[src/rtl/gpio_pair_pkg.sv]
package gpio_pair_pkg;
  localparam int LANE_W = 8;
  localparam int NUM_LANES = 2;
  localparam int PAIR_W = LANE_W * NUM_LANES;

  typedef enum logic [1:0] {
    REG_IN   = 2'd0,
    REG_OUT  = 2'd1,
    REG_DIR  = 2'd2,
    REG_NONE = 2'd3
  } reg_sel_e;

  function automatic logic [LANE_W-1:0] lane_mask(input int lines);
    logic [LANE_W-1:0] m;
    m = '0;
    for (int i = 0; i < LANE_W; i++) begin
      if (i < lines) m[i] = 1'b1;
    end
    return m;
  endfunction
endpackage

[src/rtl/gpio_sync.sv]
module gpio_sync #(
  parameter int W = 16
) (
  input  logic         clk_i,
  input  logic         rst_ni,
  input  logic [W-1:0] d_i,
  output logic [W-1:0] q_o
);
  logic [W-1:0] s1_q, s2_q;

  always_ff @(posedge clk_i or negedge rst_ni) begin
    if (!rst_ni) begin
      s1_q <= '0;
      s2_q <= '0;
    end else begin
      s1_q <= d_i;
      s2_q <= s1_q;
    end
  end

  assign q_o = s2_q;
endmodule

[src/rtl/gpio_lane.sv]
module gpio_lane
  import gpio_pair_pkg::*;
#(
  parameter int LINES = 8
) (
  input  logic              clk_i,
  input  logic              rst_ni,
  input  logic              wr_out_i,
  input  logic              wr_dir_i,
  input  logic [LANE_W-1:0] wdata_i,
  output logic [LANE_W-1:0] out_q_o,
  output logic [LANE_W-1:0] dir_q_o
);
  for (genvar b = 0; b < LANE_W; b++) begin : g_bit
    if (b < LINES) begin : g_impl
      logic out_q, dir_q;
      always_ff @(posedge clk_i or negedge rst_ni) begin
        if (!rst_ni) begin
          out_q <= 1'b0;
          dir_q <= 1'b0;
        end else begin
          if (wr_out_i) out_q <= wdata_i[b];
          if (wr_dir_i) dir_q <= wdata_i[b];
        end
      end
      assign out_q_o[b] = out_q;
      assign dir_q_o[b] = dir_q;
    end else begin : g_absent
      // no storage: writes dropped, reads zero
      assign out_q_o[b] = 1'b0;
      assign dir_q_o[b] = 1'b0;
    end
  end
endmodule

[src/rtl/gpio_pair_regs.sv]
module gpio_pair_regs
  import gpio_pair_pkg::*;
#(
  parameter int NUM_LINES_LO = 8,
  parameter int NUM_LINES_HI = 8
) (
  input  logic        clk_i,
  input  logic        rst_ni,
  input  logic [1:0]  addr_i,
  input  logic        we_i,
  input  logic [1:0]  be_i,
  input  logic [15:0] wdata_i,
  output logic [15:0] rdata_o,
  input  logic [15:0] pin_in_i,
  output logic [15:0] pin_out_o,
  output logic [15:0] pin_oe_o
);
  localparam logic [PAIR_W-1:0] PAIR_MASK =
    {lane_mask(NUM_LINES_HI), lane_mask(NUM_LINES_LO)};

  reg_sel_e          sel;
  logic [PAIR_W-1:0] out_q, dir_q, in_sync;
  logic [PAIR_W-1:0] rdata_d, rdata_q;

  assign sel = reg_sel_e'(addr_i);

  for (genvar l = 0; l < NUM_LANES; l++) begin : g_lane
    localparam int LN = (l == 0) ? NUM_LINES_LO : NUM_LINES_HI;
    logic wr_lane;
    assign wr_lane = we_i && be_i[l];

    gpio_lane #(.LINES(LN)) u_lane (
      .clk_i   (clk_i),
      .rst_ni  (rst_ni),
      .wr_out_i(wr_lane && (sel == REG_OUT)),
      .wr_dir_i(wr_lane && (sel == REG_DIR)),
      .wdata_i (wdata_i[l*LANE_W +: LANE_W]),
      .out_q_o (out_q[l*LANE_W +: LANE_W]),
      .dir_q_o (dir_q[l*LANE_W +: LANE_W])
    );
  end

  gpio_sync #(.W(PAIR_W)) u_sync (
    .clk_i (clk_i),
    .rst_ni(rst_ni),
    .d_i   (pin_in_i),
    .q_o   (in_sync)
  );

  always_comb begin
    unique case (sel)
      REG_IN:  rdata_d = in_sync & PAIR_MASK;
      REG_OUT: rdata_d = out_q;
      REG_DIR: rdata_d = dir_q;
      default: rdata_d = '0;
    endcase
  end

  always_ff @(posedge clk_i or negedge rst_ni) begin
    if (!rst_ni) rdata_q <= '0;
    else         rdata_q <= rdata_d;
  end

  assign rdata_o   = rdata_q;
  assign pin_out_o = out_q;
  assign pin_oe_o  = dir_q;

  a_r4_full_write: assert property (@(posedge clk_i) disable iff (!rst_ni)
    (we_i && be_i == 2'b11 && addr_i == 2'd1) |=> pin_out_o == ($past(wdata_i) & PAIR_MASK));

  a_r5_low_keeps_high: assert property (@(posedge clk_i) disable iff (!rst_ni)
    (we_i && be_i == 2'b01) |=> $stable(pin_out_o[15:8]) && $stable(pin_oe_o[15:8]));

  a_r6_high_keeps_low: assert property (@(posedge clk_i) disable iff (!rst_ni)
    (we_i && be_i == 2'b10) |=> $stable(pin_out_o[7:0]) && $stable(pin_oe_o[7:0]));

  a_r7_unimpl_quiet: assert property (@(posedge clk_i) disable iff (!rst_ni)
    ((pin_out_o | pin_oe_o | rdata_o) & ~PAIR_MASK) == '0);

  a_r9_read_next_cycle: assert property (@(posedge clk_i) disable iff (!rst_ni)
    (!we_i && addr_i == 2'd2) |=> rdata_o == $past(pin_oe_o));

  a_r10_in_write_inert: assert property (@(posedge clk_i) disable iff (!rst_ni)
    (we_i && addr_i == 2'd0) |=> $stable(pin_out_o) && $stable(pin_oe_o));

  a_r11_unmapped_zero: assert property (@(posedge clk_i) disable iff (!rst_ni)
    (addr_i == 2'd3) |=> rdata_o == '0 && $stable(pin_out_o) && $stable(pin_oe_o));
endmodule

[config.mk]
export PLATFORM = sky130hd
export DESIGN_NAME = gpio_pair_regs
export DESIGN_NICKNAME = d
export VERILOG_FILES = /design/src/rtl/gpio_pair_pkg.sv /design/src/rtl/gpio_sync.sv /design/src/rtl/gpio_lane.sv /design/src/rtl/gpio_pair_regs.sv
export SDC_FILE = /design/constraint.sdc
export NUM_CORES = 1
export LEC_CHECK = 0
export CAP_MARGIN = 20
export CORE_MARGIN = 2
export CORE_UTILIZATION = 50
export CTS_CLUSTER_SIZE = 28
export DETAILED_ROUTE_END_ITERATION = 7
export MAX_ROUTING_LAYER = met4
export PLACE_DENSITY_LB_ADDON = 0.12
export SKIP_LAST_GASP = 1
export SYNTH_ARGS = -nofsm -noshare
export SYNTH_HDL_FRONTEND = slang
export SYNTH_SLANG_ARGS = --single-unit
[constraint.sdc]
create_clock -name clk_i -period 1.9 [get_ports clk_i]
set_clock_uncertainty 0.15 [all_clocks]
set_input_delay 0.38 -clock clk_i [delete_from_list [all_inputs] [get_ports clk_i]]
set_output_delay 0.38 -clock clk_i [all_outputs]
set_load 0.03 [all_outputs]
Word-level counts from Yosys, hierarchy flattened
Cells that the tools add are included.
{ "totals": {"register_bits": 80, "in_bits": 39, "output_inout_bits": 48, "wordCells": 45} }
{ "classes": {"n_eq_ne": 2, "muxes": 1, "n_reduce_logical": 7} }
{ "op_table": {"columns": ["op", "n"], "rows": [
  ["$pmux W16 S3", 1],
  ["$logic_and A1 B1 Y1", 6],
  ["$eq A2 B1 Y1 const B", 1],
  ["$eq A2 B2 Y1 const B", 1],
  ["$logic_not A2 Y1", 1]
]} }

Depth between registers and ports, before layout
Gate-level depths: netlist of run 1.
{ "logic_depth": {"depth_word": 2, "depth_mapped": 4, "depth_no_buf": 2} }

Hierarchy
From an unflattened synthesis of run 1, not the netlist that was laid out.
{ "unflattened": {"cells_unflattened": 191, "hier_area_um2": 3186.8} }
{ "by_module_without_submodules": {"columns": ["mod", "n_inst", "cells_each", "area_each_um2", "seq_area_each_um2"], "rows": [
  ["gpio_lane", 2, 50, 783.3, 400.4],
  ["gpio_pair_regs", 1, 59, 819.5, 400.4],
  ["gpio_sync", 1, 32, 800.8, 800.8]
]} }

Least setup slack after synthesis of run 1
No wires, ideal clock.
{ "synth_timing": {"path_type": "in2reg", "from": "input addr_i[0]", "to": "register g_lane[1].u_lane.g_bit[0].g_impl.out_q", "setup_ns": 0.125, "t_arrival_ns": 1.093, "t_required_ns": 1.625, "setup_slack_ns": 0.532, "stages": 3, "n_path_buf": 1, "cell_sequence": "buf_4 -> nand4b_2 -> mux2_2"} }
{ "synth_between": {"elab_chain_cells": 2} }
{ "synth_rtl": {"columns": ["element", "line_no", "source"], "rows": [
  ["from (decl)", "gpio_pair_regs.sv:9", "input logic [1:0] addr_i,"],
  ["$eq A2 B1 Y1", "gpio_pair_regs.sv:35", ".wr_out_i(wr_lane && (sel == REG_OUT)),"],
  ["$logic_and A1 B1 Y1", "gpio_pair_regs.sv:35", null],
  ["to (signal assigned)", "gpio_lane.sv:22", "if (wr_out_i) out_q <= wdata_i[b];"],
  ["to (decl)", "gpio_lane.sv:16", "logic out_q, dir_q;"]
]} }
No other way between the ends.
A chain may end at the register's enable or synchronous reset.

Final worst setup path of run 1
{ "layout_timing": {"from": "register rdata_q[14], in the netlist rdata_o[14]", "to": "output rdata_o[14]"} }
{ "layout_lines": {"columns": ["element", "line_no", "source"], "rows": [
  ["from (decl)", "gpio_pair_regs.sv:23", "logic [PAIR_W-1:0] rdata_d, rdata_q;"],
  ["from (signal assigned)", "gpio_pair_regs.sv:61", "else rdata_q <= rdata_d;"],
  ["to (decl)", "gpio_pair_regs.sv:13", "output logic [15:0] rdata_o,"]
]} }
No word-level cell between the ends.

==> flow_summary_export.csv, run 1 <==
group,metric,value,unit
setup_path,start_kind,"register",
clocking,root_buffer,"clkbuf_8",
die,chipWidth,81.7,microns
timing,setup_ws,0.0303,ns
run,maxCapViolations,0,
global_routing,grt_max_degree,35,
clocking,clockBufferDepth,2,
logic_synthesis,yosysSeqAreaShare,66.3,%
global_routing,track_usage,19.1,%
logic_synthesis,yosysWarnings,0,
logic_synthesis,synth.distinct_cells,10,
setup_path,r2r-start,"g_lane[1].u_lane.g_bit[0].g_impl.out_q",
pwr,switching_share,29.4,%
setup_path,crit_family,"buffers and inverters",
final_layout,stdcell_count,344,
timing,hold_ws,0.200,ns
logic_synthesis,synthCells,187,
status,status,"finished clean",
timing,tightest_slew,0.403,ns
pwr,seqPwrFrac,45.6,%
setup_path,arrival,1.34,ns
pwr,clkPwrFrac,29.9,%
timing,fmax,535,MHz
final_layout,area_growth,34.5,%
detailed_routing,drcViolationCount,0,
final_layout,final_util,69.0,%
setup_path,path_buf_inv,1,
clocking,cts_tree,"done",
clocking,clkTransAtPathRegs,0.07,ns
die,die_h,81.7,microns
placement,numPortBuffers,86,
clocking,htree_levels,3,
die,die_area,6680,sq um
logic_synthesis,ys_seq_elements,80,
detailed_routing,vias_per_cell,4.94,
min_path,worstHoldStart,"u_sync.s1_q[3]",
global_routing,grt_pass1_wl,8910,microns
clocking,cts_sinks,80,
timing,slew_headroom,73.1,%
timing,rsz0062_at_grt,"false",
setup_path,cp.required,1.37,ns
clocking,clock_latency,0.34,ns
timing,layout_min_cycle_time,1.87,ns
detailed_routing,drt_iter0_drc,69,
global_routing,grt_pass1_vias,1781,
timing,drv_slew,0,
global_routing,antenna_found_initial,0,
pwr,leakage,2.02,nW
logic_synthesis,synthesis.nets,226,
setup_path,crit_type,"reg2out",
timing,setup_viol,0,
logic_synthesis,synth.area.top_cells,"dfrtp_1 66%, mux2_2 12%, buf_4 8.7%",
final_layout,mostFrequentLayoutCell,"dfrtp_1",
die,ios,87,
logic_synthesis,synth_top_cell_by_area,"dfrtp_1",
timing,finalHoldViolCount,0,
logic_synthesis,synth_area,3020,sq um
placement,dpl.hpwl,4050,microns
clocking,cts_buffers,9,
global_routing,overflow,0,
logic_synthesis,syn_avg_cell_area,16.2,sq um
min_path,worst_hold_path_type,"reg2reg",
final_layout,final_cell_mix,"80 x dfrtp_1, 40 x clkdlybuf4s50_1, 34 x dlygate4sd2_1",
die,num_rows,28,
logic_synthesis,synth_top_area_share,66.3,%
pwr,power.density,1120,nW/um^2
placement,place_congestion,0.696,
die,initial_core_util,51.3,%
setup_path,end_kind,"output port",
detailed_routing,vias,1700,
timing,fin_crit_sh,98.4,%
pwr,p_int,3.21,mW
placement,dp_slack,-0.0497,ns
pwr,combPwrFrac,24.5,%
final_layout,nets,304,
detailed_routing,ant_nets,0,
die,core_area,5890,sq um
clocking,cts_setup_buffers,0,
final_layout,final_layout_size_suffix_gt1_share,26.0,%
detailed_routing,drt-pass1-iter-count,5,
setup_path,cpPeakStageDelay,0.66,ns
setup_path,cp_slowest_cell,"clkdlybuf4s50_1",
pwr,p_switching,1.33,mW
final_layout,antennaDiodeCount,0,
setup_path,cp_cell_sequence,"clkdlybuf4s50_1",
pwr,ir_drop,0.669,mV
detailed_routing,post_drt_wl_per_cell,16.2,microns
detailed_routing,finalWirelength,5560,microns
placement,dp_cells,328,
setup_path,critPathMaxFanout,1,
setup_path,crit_start,"rdata_o[14]",
-- sequential cells by signal, indices dropped and copies added, names as in the netlist --
| signal | cells |
|---|---|
| g_lane.u_lane.g_bit.g_impl.dir_q | 16 |
| g_lane.u_lane.g_bit.g_impl.out_q | 16 |
| rdata_o | 16 |
| u_sync.q_o | 16 |
| u_sync.s1_q | 16 |
-- cell usage after synthesis --
cell type	number
dfrtp_1	80
buf_4	35
mux2_2	32
mux2i_1	16
o2bb2ai_1	16
clkbuf_1	2
nand4b_2	2
nand4b_4	2
buf_2	1
nor2b_1	1
-- final timing paths --
| path | end | slack, ns | cells past startpoint |
|---|---|---|---|
| min in group asynchronous | u_sync.q_o[12] | 0.36 | 2 |
| worst max-delay path | rdata_o[14] | 0.03 | 1 |
| worst min-delay path | u_sync.q_o[3] | 0.20 | 0 |
| worst min register to register | u_sync.q_o[3] | 0.20 | 0 |
| worst max register to register | g_lane[1].u_lane.g_bit[0].g_impl.out_q | 0.95 | 1 |
| max in group asynchronous | u_sync.q_o[7] | 0.66 | 3 |
-- power groups by stage --
stage | clock, mW | sequential [mW] | combinational (mW)
global route | 1.46 | 2.10 | 1.18
global placement | 0 | 2.11 | 1.22
floorplan | 0 | 2.17 | 0.776
finish | 1.36 | 2.07 | 1.11
detailed placement | 0 | 2.12 | 1.24
CTS | 1.39 | 2.08 | 1.13
-- routing by layer --
metal  GRT usage, %  vias to the layer above  wire (microns)
met5              -                        -               0
met4           9.50                        0             101
met3           3.96                       12             276
met2           28.3                       57            2640
met1           25.1                      848            2540
li1               -                      783               -
-- logic make-up (layout without fill, tap and decap cells) --
group | count (synthesis) | in the layout | share of synthesized area [%]
buffers and inverters | 38 | 120 | 9.11
muxes | 48 | 48 | 17.2
and+or+nand+nor | 5 | 5 | 2.77
AOI/OAI and AO/OA | 16 | 16 | 4.64
DFF | 80 | 80 | 66.3
-- what timing repair did --
action | 4_1_cts | 5_1_grt
hold buffers | 1 | 0
gates resized for setup | 34 | 11
hold endpoints to repair | 28 | 0
pin swaps | 0 | 0
endpoints found under the setup margin | 34 | 11
-- metrics by stage --
stage | TNS [ns] | instance area [sq um] | power, mW
CTS | 0 | 4040 | 4.60
global route | 0 | 4060 | 4.74
global placement | -0.139 | 3850 | 3.33
detailed placement | -1.00 | 3850 | 3.35
floorplan | 0 | 3020 | 2.95
finish | 0 | 4060 | 4.54
-- final cells by class --
type,count,area (sq um)
flip-flops and latches,80,2000
fillers,453,1820
repair buffers,105,1000
multi-input cells,69,747
clock buffers,12,155
well taps,75,93.8
clock inverters,3,65.1
(Power assumes the default switching activity.)
==> inputs of run 2 (changes only) <==
- CORE_UTILIZATION: 50 -> 42
- clock period: 1.9 -> 1.6 ns (I/O delays scaled with it)
==> flow_summary_export.csv, run 2 (same netlist as run 1, synthesis figures left out) <==
group,metric,value,unit
timing,setup_ws,-0.0144,ns
final_layout,final_layout_size_suffix_gt1_share,34.7,%
min_path,hold_path_depth,0,
global_routing,grt_pass1_vias,1755,
die,initial_core_util,44.0,%
timing,fmax,619,MHz
timing,fin_crit_sh,101,%
pwr,leakage,1.83,nW
min_path,min_to,"u_sync.q_o[8]",
clocking,root_buffer,"clkbuf_8",
setup_path,rr_worst_depth,2,
setup_path,r2r-start,"g_lane[1].u_lane.g_bit[7].g_impl.dir_q",
global_routing,overflow,0,
detailed_routing,drcViolationCount,0,
placement,dpl-instance-area,3850,sq um
final_layout,fillers,563,
global_routing,grt_max_degree,31,
timing,drv_slew,0,
setup_path,crit_type,"in2reg",
min_path,worst_hold_path_type,"reg2reg",
clocking,clkTransAtPathRegs,0.08,ns
global_routing,grt_pass1_wl,8830,microns
detailed_routing,drt_iter0_drc,47,
timing,setup_tns,-0.0578,ns
setup_path,r2r_end,"g_lane[1].u_lane.g_bit[7].g_impl.dir_q",
placement,numPortBuffers,86,
final_layout,mostFrequentLayoutCell,"dfrtp_1",
final_layout,design_area,3950,sq um
clocking,cts_tree,"done",
die,ios,87,
clocking,cts_sinks,80,
setup_path,cp.required,1.67,ns
global_routing,track_usage,15.9,%
clocking,clock_latency,0.34,ns
clocking,clockBufferDepth,2,
run,maxCapViolations,0,
detailed_routing,vias_per_cell,4.67,
status,status,"complete, but fails checks",
setup_path,arrival,1.69,ns
pwr,ir_drop,0.666,mV
die,die_h,88.8,microns
clocking,cts_setup_buffers,0,
detailed_routing,ant_nets,0,
die,die_area,7890,sq um
die,core_area,6870,sq um
final_layout,multi_input_area,756,sq um
timing,finalHoldViolCount,0,
timing,rsz0062_at_grt,"true",
placement,place_congestion,0.692,
final_layout,final_util,57.5,%
setup_path,end_kind,"register",
pwr,power.density,1300,nW/um^2
clocking,cts_buffers,9,
placement,dpl.hpwl,4010,microns
final_layout,antennaDiodeCount,0,
setup_path,reg2reg_setup_slack,0.58,ns
detailed_routing,finalWirelength,5540,microns
timing,setup_viol,8,
clocking,htree_levels,3,
pwr,p_total,5.15,mW
detailed_routing,vias,1687,
setup_path,critPathMaxFanout,8,
status,failed_checks,"setup timing",
placement,dp_slack,-0.352,ns
setup_path,start_kind,"input port",
detailed_routing,post_drt_wl_per_cell,15.3,microns
final_layout,final_cell_mix,"80 x dfrtp_1, 37 x clkdlybuf4s50_1, 32 x mux2_2",
die,chipWidth,88.8,microns
final_layout,stdcell_count,361,
global_routing,antenna_found_initial,0,
timing,slew_headroom,77.1,%
min_path,worstHoldStart,"u_sync.s1_q[8]",
timing,layout_min_cycle_time,1.61,ns
final_layout,regArea,2000,sq um
detailed_routing,drt-pass1-iter-count,2,
die,num_rows,30,
timing,hold_ws,0.195,ns
final_layout,area_growth,30.7,%
placement,dp_cells,344,
timing,tightest_slew,0.343,ns
final_layout,nets,299,
==> run 2: cell types whose count changed in the layout (fill, tap and decap cells not counted), moves of 2 or more <==
cell             previous run  this run
clkdlybuf4s15_2             0         7
buf_4                      18        12
clkdlybuf4s50_1            40        37
clkdlybuf4s15_1             0         7
dlymetal6s2s_1             11         0
clkbuf_2                    0        20
dlygate4sd2_1              34        14
clkinvlp_4                  0         3
clkbuf_8                   11         9
==> run 2: how the worst max path moves through the flow <==
stage | start | end | cells past startpoint
after global placement | addr_i[0] | g_lane[1].u_lane.g_bit[4].g_impl.out_q | 4
after detailed placement | addr_i[1] | g_lane[1].u_lane.g_bit[6].g_impl.out_q | 3
after global routing | we_i | g_lane[0].u_lane.g_bit[1].g_impl.dir_q | 3
after floorplan | addr_i[0] | g_lane[1].u_lane.g_bit[0].g_impl.out_q | 3
final | we_i | g_lane[0].u_lane.g_bit[1].g_impl.dir_q | 3
after CTS | g_lane[0].u_lane.g_bit[6].g_impl.dir_q | pin_oe_o[6] | 1
==> run 2: layout make-up <==
class,count,share of cell area [%]
clock buffer,11,3.33
clock inverter,5,1.46
multi-input combinational,69,19.1
sequential,80,50.7
tap,96,3.04
timing repair buffer,100,22.3
==> run 2: timing repair <==
action	CTS	global route
pin swaps	0	0
setup endpoints to repair	48	33
resized for setup	83	27
hold buffers	1	0
endpoints found under the hold margin	22	0
==> run 2: worst max-delay path: stages <==
cell,delay (ns)
clkdlybuf4s50_1,0.64
nand4b_2,0.35
mux2_2,0.38
==> run 2: routing by layer <==
layer	track usage, %	part of all wire [%]	vias up
li1	-	-	773
met1	18.3	41	856
met2	25.8	53	49
met3	5.04	4.8	9
met4	6.61	1.6	0
met5	-	0	-
==> run 2: where the power goes <==
| part | switching [mW] | internal [mW] | total (mW) | leakage [nW] |
|---|---|---|---|---|
| Combinational | 0.763 | 0.524 | 1.29 | 0.784 |
| Sequential | 0.166 | 2.30 | 2.46 | 0.959 |
| Clock | 0.681 | 0.719 | 1.40 | 0.0856 |
| Total | 1.61 | 3.54 | 5.15 | 1.83 |
==> inputs of run 3 (changes only) <==
- PLACE_DENSITY: unset -> 0.86
- PLACE_DENSITY_LB_ADDON: 0.12 -> unset
==> flow_summary_export.csv, run 3 (same netlist as run 1, synthesis figures left out) <==
group,metric,value,unit
status,status,"finished clean",
clocking,clockBufferDepth,2,
die,num_rows,30,
timing,drv_slew,0,
pwr,power.density,1330,nW/um^2
final_layout,design_area,3970,sq um
timing,finalHoldViolCount,0,
detailed_routing,drcViolationCount,0,
pwr,p_total,5.26,mW
setup_path,end_kind,"output port",
die,initial_core_util,44.0,%
setup_path,cp_cell_sequence,"clkdlybuf4s15_1",
setup_path,cpPeakStageDelay,0.40,ns
pwr,p_int,3.65,mW
clocking,root_buffer,"clkbuf_8",
timing,fin_crit_sh,99.6,%
clocking,cts_setup_buffers,0,
pwr,seqPwrFrac,47.0,%
setup_path,path_buf_inv,1,
timing,setup_ws,0.00711,ns
global_routing,globalRouteMet1Util,22.3,%
final_layout,area_growth,31.4,%
final_layout,final_layout_size_suffix_gt1_share,33.7,%
final_layout,final_cell_mix,"80 x dfrtp_1, 35 x clkdlybuf4s50_1, 32 x mux2_2",
global_routing,grt_pass1_wl,9650,microns
timing,slew_headroom,72.4,%
clocking,htree_levels,3,
global_routing,antenna_found_initial,0,
placement,dp_slack,-0.499,ns
die,ios,87,
setup_path,crit_start,"g_lane[0].u_lane.g_bit[1].g_impl.dir_q",
pwr,ir_drop,0.535,mV
placement,dpl-instance-area,3870,sq um
global_routing,overflow,0,
global_routing,track_usage,17.6,%
timing,setup_viol,0,
final_layout,mostFrequentLayoutCell,"dfrtp_1",
setup_path,arrival,1.12,ns
pwr,combPwrFrac,25.1,%
global_routing,met2_usage,26.8,%
placement,numPortBuffers,86,
setup_path,cp.required,1.13,ns
pwr,p_switching,1.62,mW
setup_path,crit_type,"reg2out",
timing,rsz0062_at_grt,"true",
placement,place_congestion,0.730,
final_layout,nets,301,
clocking,clkTransAtPathRegs,0.08,ns
run,maxCapViolations,0,
pwr,switching_share,30.7,%
global_routing,grt_max_degree,81,
timing,fmax,628,MHz
detailed_routing,drt-pass1-iter-count,4,
pwr,clkPwrFrac,27.9,%
setup_path,r2r-start,"g_lane[0].u_lane.g_bit[4].g_impl.dir_q",
placement,dpl.hpwl,4310,microns
min_path,worst_hold_path_type,"reg2reg",
die,die_area,7890,sq um
setup_path,critPathMaxFanout,3,
timing,hold_ws,0.197,ns
die,core_area,6870,sq um
global_routing,busiest_layer,"met2",
final_layout,antennaDiodeCount,0,
clocking,cts_tree,"done",
detailed_routing,drt_iter0_drc,52,
min_path,worstHoldStart,"u_sync.s1_q[15]",
final_layout,stdcell_count,363,
detailed_routing,vias,1730,
pwr,leakage,1.87,nW
global_routing,grt_pass1_vias,1865,
detailed_routing,post_drt_wl_per_cell,16.6,microns
timing,tightest_slew,0.413,ns
detailed_routing,ant_nets,0,
die,die_h,88.8,microns
global_routing,use_met3,4.10,%
detailed_routing,finalWirelength,6030,microns
detailed_routing,vias_per_cell,4.77,
placement,dp_cells,346,
clocking,clock_latency,0.34,ns
clocking,cts_sinks,80,
timing,layout_min_cycle_time,1.59,ns
die,chipWidth,88.8,microns
setup_path,crit_family,"buffers and inverters",
clocking,cts_buffers,9,
setup_path,cp_slowest_cell,"clkdlybuf4s15_1",
setup_path,start_kind,"register",
run 3: cell types whose count changed in the layout (fill, tap and decap cells not counted), sizes merged:
cell,before,now
dlygate4sd2,14,17
clkbuf,31,33
clkdlybuf4s50,37,35
buf,14,18
clkinvlp,3,0
clkinv,1,2
clkdlybuf4s15,14,11
run 3: repair_timing:
action                                 in CTS  in global routing
hold buffers                                1                  0
endpoints found under the hold margin      80                  0
resized for setup                          68                 33
setup endpoints to repair                  65                 29
run 3: per-layer routing:
layer	part of all wire [%]	vias to the layer above	wire, microns
met1	44	878	2620
met5	0	-	0
met4	2.1	0	126
li1	-	773	-
met3	6.1	11	365
met2	48	68	2910
run 3: worst paths after layout:
check	endpoint	slack (ns)	cells after the start
max in group asynchronous	u_sync.q_o[5]	0.58	3
min in group asynchronous	g_lane[0].u_lane.g_bit[2].g_impl.out_q	0.39	3
min reg2reg	u_sync.q_o[15]	0.20	0
max reg2reg	g_lane[0].u_lane.g_bit[4].g_impl.dir_q	0.56	2
min	u_sync.q_o[15]	0.20	0
max	pin_oe_o[1]	0.007	1
run 3: per-stage QoR:
stage | utilization (%) | setup TNS [ns]
6_report | 57.8 | 0
5_1_grt | 57.8 | -0.0357
4_1_cts | 59.0 | -0.0391
3_5_place_dp | 56.4 | -15.76
3_3_place_gp | 56.4 | -13.38
2_1_floorplan | - | 0
run 3: final cells by class:
| type | instances | area, sq um |
|---|---|---|
| clock buffer | 13 | 159 |
| clock inverter | 3 | 40.0 |
| fill | 576 | 2900 |
| multi-input combinational | 69 | 756 |
| sequential | 80 | 2000 |
| tap | 96 | 120 |
| timing repair buffer | 102 | 893 |
run 3: power by group through the flow:
stage / sequential, mW / clock [mW] / combinational (mW)
floorplan: 2.58 / 0 / 0.921
global placement: 2.51 / 0 / 1.49
detailed placement: 2.52 / 0 / 1.52
CTS: 2.47 / 1.50 / 1.38
global route: 2.51 / 1.60 / 1.41
finish: 2.47 / 1.47 / 1.32
